<file path="config.mk">
export PLATFORM = sky130hd
export DESIGN_NAME = flash_ctl_regs
export DESIGN_NICKNAME = d
export VERILOG_FILES = /design/src/rtl/flash_ctl_regs.sv
export SDC_FILE = /design/constraint.sdc
export NUM_CORES = 1
export LEC_CHECK = 0
export BUFFER_PORTS_ARGS = -buffer_cell sky130_fd_sc_hd__buf_4
export CORE_MARGIN = 5
export CORE_UTILIZATION = 51
export CTS_BUF_LIST = sky130_fd_sc_hd__clkbuf_16
export DETAILED_ROUTE_END_ITERATION = 10
export PLACE_DENSITY = 0.83
export REMOVE_ABC_BUFFERS = 1
export SLEW_MARGIN = 20
export SYNTH_ARGS = -nofsm -noshare
export SYNTH_HDL_FRONTEND = slang
export SYNTH_SLANG_ARGS = --single-unit
</file>
<file path="constraint.sdc">
create_clock -name clk -period 3.55 [get_ports clk]
set_clock_uncertainty 0.2 [all_clocks]
set_input_delay 0.8875 -clock clk [delete_from_list [all_inputs] [get_ports clk]]
set_output_delay 0.8875 -clock clk [all_outputs]
set_load 0.01 [all_outputs]
</file>
<file path="src/rtl/flash_ctl_regs.sv">
module flash_ctl_regs #(
  parameter int ADDR_W = 10,
  parameter logic [ADDR_W-1:0] R0_ADDR = 10'h1B7,
  parameter logic [ADDR_W-1:0] R1_ADDR = 10'h1B5,
  parameter int RECOV_CYC = 50
) (
  input  logic              clk,
  input  logic              rst_n,
  input  logic              bus_valid,
  input  logic              bus_write,
  input  logic              bus_dma,
  input  logic [ADDR_W-1:0] bus_addr,
  input  logic [7:0]        bus_wdata,
  output logic [7:0]        bus_rdata,
  input  logic              seq_busy,
  input  logic              prog_fail,
  input  logic              erase_fail,
  input  logic              clear_status,
  input  logic              ab_access,
  input  logic              global_wait,
  output logic              wait_req,
  output logic              flash_stop,
  output logic              flash_access_ok
);
  localparam int CW = $clog2(RECOV_CYC + 1);

  logic rw_en, blk01_en, stop_bit, perr, eerr;
  logic ew1_sel, blk03_en, ab_wait;
  logic arm_rw, arm_b01, arm_ew, arm_b03;
  logic [CW-1:0] recov_cnt;
  logic unused_bits;

  wire cpu_acc = bus_valid & ~bus_dma;
  wire wr0 = cpu_acc & bus_write & (bus_addr == R0_ADDR);
  wire wr1 = cpu_acc & bus_write & (bus_addr == R1_ADDR);
  wire rd0 = cpu_acc & ~bus_write & (bus_addr == R0_ADDR);
  wire rd1 = cpu_acc & ~bus_write & (bus_addr == R1_ADDR);

  wire [7:0] reg0 = {eerr, perr, 2'b00, stop_bit, blk01_en, rw_en, ~seq_busy};
  wire [7:0] reg1 = {ab_wait, blk03_en, 4'b0000, ew1_sel, 1'b0};

  assign bus_rdata = rd0 ? reg0 : (rd1 ? reg1 : 8'h00);
  assign flash_stop = stop_bit & rw_en;
  assign flash_access_ok = ~flash_stop & (recov_cnt == '0);
  assign wait_req = (ab_access & ab_wait) | global_wait;
  assign unused_bits = ^{bus_wdata[5:4], bus_wdata[0]};

  always_ff @(posedge clk) begin
    if (!rst_n) begin
      arm_rw  <= 1'b0;
      arm_b01 <= 1'b0;
      arm_ew  <= 1'b0;
      arm_b03 <= 1'b0;
    end else if (bus_valid) begin
      arm_rw  <= wr0 & ~bus_wdata[1];
      arm_b01 <= wr0 & ~bus_wdata[2];
      arm_ew  <= wr1 & ~bus_wdata[1];
      arm_b03 <= wr1 & ~bus_wdata[6];
    end
  end

  always_ff @(posedge clk) begin
    if (!rst_n) begin
      rw_en    <= 1'b0;
      blk01_en <= 1'b0;
      stop_bit <= 1'b0;
    end else if (wr0) begin
      if (!bus_wdata[1])  rw_en <= 1'b0;
      else if (arm_rw)    rw_en <= 1'b1;
      if (!bus_wdata[2])  blk01_en <= 1'b0;
      else if (arm_b01 && rw_en) blk01_en <= 1'b1;
      stop_bit <= bus_wdata[3];
    end
  end

  always_ff @(posedge clk) begin
    if (!rst_n) begin
      ew1_sel  <= 1'b0;
      blk03_en <= 1'b0;
      ab_wait  <= 1'b0;
    end else if (wr0) begin
      if (!bus_wdata[1]) ew1_sel <= 1'b0;
    end else if (wr1) begin
      if (!bus_wdata[1])            ew1_sel <= 1'b0;
      else if (arm_ew && rw_en)     ew1_sel <= 1'b1;
      if (!bus_wdata[6])            blk03_en <= 1'b0;
      else if (arm_b03)             blk03_en <= 1'b1;
      ab_wait <= bus_wdata[7];
    end
  end

  always_ff @(posedge clk) begin
    if (!rst_n) begin
      perr <= 1'b0;
      eerr <= 1'b0;
    end else begin
      if (prog_fail)         perr <= 1'b1;
      else if (clear_status) perr <= 1'b0;
      if (erase_fail)        eerr <= 1'b1;
      else if (clear_status) eerr <= 1'b0;
    end
  end

  always_ff @(posedge clk) begin
    if (!rst_n)              recov_cnt <= '0;
    else if (flash_stop)     recov_cnt <= CW'(RECOV_CYC);
    else if (recov_cnt != 0) recov_cnt <= recov_cnt - 1'b1;
  end
endmodule


</file>
==> flow_metrics.tcl <==
set metrics [dict create \
    min_period_ps 3210 \
    cp_max_fo 3 \
    clock_latency_ps 250 \
    start_util_pct 52.3 \
    drtIter0Drc 7 \
    synth_top_area_share_pct 35.9 \
    synthFlopType "dfxtp_1" \
    path_clk_slew_ps 50 \
    whs_ps 266 \
    routed_wl_um 2380 \
    clock_path_buffers 2 \
    postSynthCellCount 110 \
    port_buffers 34 \
    detail-route-antenna-nets 0 \
    post-place-ws_ps 331 \
    synth_xor_area_share_pct 1.74 \
    leakagePower_nw 0.615 \
    path_cells "buf_4 > nand4bb_1 > nor4_1 > and3_1 > buf_4" \
    synth_top_family_by_area "simple AND/OR/NAND/NOR gates" \
    setup_viol 0 \
    grt_pass1_vias 893 \
    fp.dieW_um 54.4 \
    yosys-top-cells-count "18 x dfxtp_1, 12 x nor2_1, 6 x o21a_1" \
    synth.area.mux_share_pct 4.98 \
    die_h_um 54.4 \
    maxSlewViolCount 0 \
    post-cts-setup-buffer-count 0 \
    yosysMostFrequentCell "dfxtp_1" \
    drc 0 \
    via_per_inst 5.34 \
    cts_buffers 3 \
    insertedDiodeCount 0 \
    hpwl_um 1930 \
    synth.area.top_cells "dfxtp_1 36%, mux2i_1 5.0%, nor2_1 4.5%" \
    crit_type "in2out" \
    holdBufCountCts 0 \
    synthAdderAreaFrac_pct 1.25 \
    gp_congestion 0.702 \
    overflow 0 \
    layout_setup_ws_ps 337 \
    hold_class "reg2reg" \
    cp_slowest_cell "nor4_1" \
    antenna_found_initial 0 \
    synth_enable_flop_cells 0 \
    track_usage_pct 17.3 \
    ff_latch_area_um2 360 \
    rsz0062_at_grt "no" \
    relSlewSlack_pct 66.6 \
    layout.nets 176 \
    outcome "completed" \
    crit_required_ps 2460 \
    cts_root_buf "clkbuf_16" \
    p_per_area_nw_per_um2 495 \
    fmax_mhz 311 \
    dieArea_um2 2960 \
    place_area_um2 1270 \
    drv_cap 0 \
    cts_tree "done" \
    cts_sinks 18 \
    fin_crit_sh_pct 90.5 \
    syn_area_um2 1000 \
    core_area_um2 1920 \
    yosys.area_share.simple_pct 37.2 \
    grt_max_degree 17 \
    synth_warnings 0 \
    ys_seq_elements 18 \
    worstMarginPinSlew_ps 496 \
    yosysSeqAreaShare_pct 35.9 \
    rows 16 \
    cp-start-kind "input port" \
    netlist-cell-type-count 45 \
    via_count 919 \
    final.fill_count 163 \
    grt_first_pass_wirelength_um 3710 \
    tns_ps 0 \
    critPathMaxStageDelay_ps 510 \
    design_area_um2 1350 \
    critPathCaptureType "output port" \
    multi_input_area_um2 592 \
    hold_viol 0 \
    ctsResizeCount 0 \
    synth-compound-area-share_pct 13.0 \
    layout-drive-gt1-share_pct 32.4 \
    dr.pass1.iters 4 \
    routedWlPerCell_um 13.8 \
    io_pins 40 \
    irDropWorstVdd_v 0.000452 \
    synthArstFlopShare_pct 0 \
    area_growth_pct 34.0 \
    synth_area_leader_cell "dfxtp_1" \
    totalPowerFinal_uw 666 \
    crit_path_frequent_cell "buf_4" \
    syn_area_per_cell_um2 9.13 \
    h-tree-depth 1 \
    arrival_ps 2130 \
]
cells by family (layout without fill, tap and decap cells):
logic type                 after synthesis  in the layout
AOI/OAI and AO/OA                       19             19
xor gates and xnor gates                 2              2
adders and majority gates                1              1
buffers and inverters                   11             45
DFF                                     18             18
muxes                                    5              5
other                                    1              2
and+or+nand+nor                         53             53
flip-flops by register name, indices dropped and copies added, names as in the netlist:
register   flops
recov_cnt      6
ab_wait        1
arm_b01        1
arm_b03        1
arm_ew         1
arm_rw         1
blk01_en       1
blk03_en       1
eerr           1
ew1_sel        1
perr           1
rw_en          1
stop_bit       1
routing by layer:
metal	wire [µm]	track usage [%]	up-vias
li1	-	-	459
met1	956	18.7	429
met2	1220	33.5	27
met3	166	3.27	4
met4	31	4.98	0
met5	0	0	-
layout by cell type, fill, tap and decap left out, types with 2 or more instances in the layout:
| cell type | count |
|---|---|
| o21a_1 | 6 |
| nand2b_1 | 2 |
| nor2b_1 | 3 |
| nand3_1 | 5 |
| conb_1 | 2 |
| clkbuf_16 | 3 |
| mux2i_1 | 5 |
| a31oi_1 | 2 |
| and4b_1 | 2 |
| nor3b_2 | 3 |
| and3_1 | 3 |
| inv_2 | 2 |
| xnor2_1 | 2 |
| buf_4 | 34 |
| dfxtp_1 | 18 |
| nand2_1 | 4 |
| and2b_1 | 2 |
| nor2_1 | 12 |
| a21oi_1 | 3 |
| inv_1 | 5 |
| nand3b_1 | 2 |
| nor4_1 | 2 |
power breakdown:
part           leakage (nW)  internal, mW  switching [mW]
clock network        0.0385         0.149          0.0709
registers             0.147         0.229          0.0193
logic                 0.430         0.100          0.0972
total                 0.615         0.479           0.187
worst max-delay path, delay by kind of cell:
kind | cells | cell delay, ps
buf+inv | 2 | 240
simple gates | 3 | 1000
path summary, 6_finish.rpt:
kind / start / to / cells past startpoint / slack, ps
min: stop_bit / stop_bit / 2 / 270
max reg2reg: recov_cnt[0] / recov_cnt[5] / 4 / 1960
min reg2reg: stop_bit / stop_bit / 2 / 270
max: bus_dma / bus_rdata[3] / 5 / 340
layout make-up:
cell class | count | area share, %
multi-input combinational | 82 | 44.0
sequential | 18 | 26.8
timing repair buffer | 34 | 19.0
clock buffer | 3 | 5.58
tap | 27 | 2.51
inverter | 7 | 1.95
clock inverter | 1 | 0.279
per-stage QoR:
step | util [%] | cells
finish | 70.1 | 172
global route | 70.1 | 172
CTS | 70.1 | 172
detailed placement | 66.0 | 168
global placement | 66.0 | 168
floorplan | - | 107
Power figures use the tool's default switching activity.
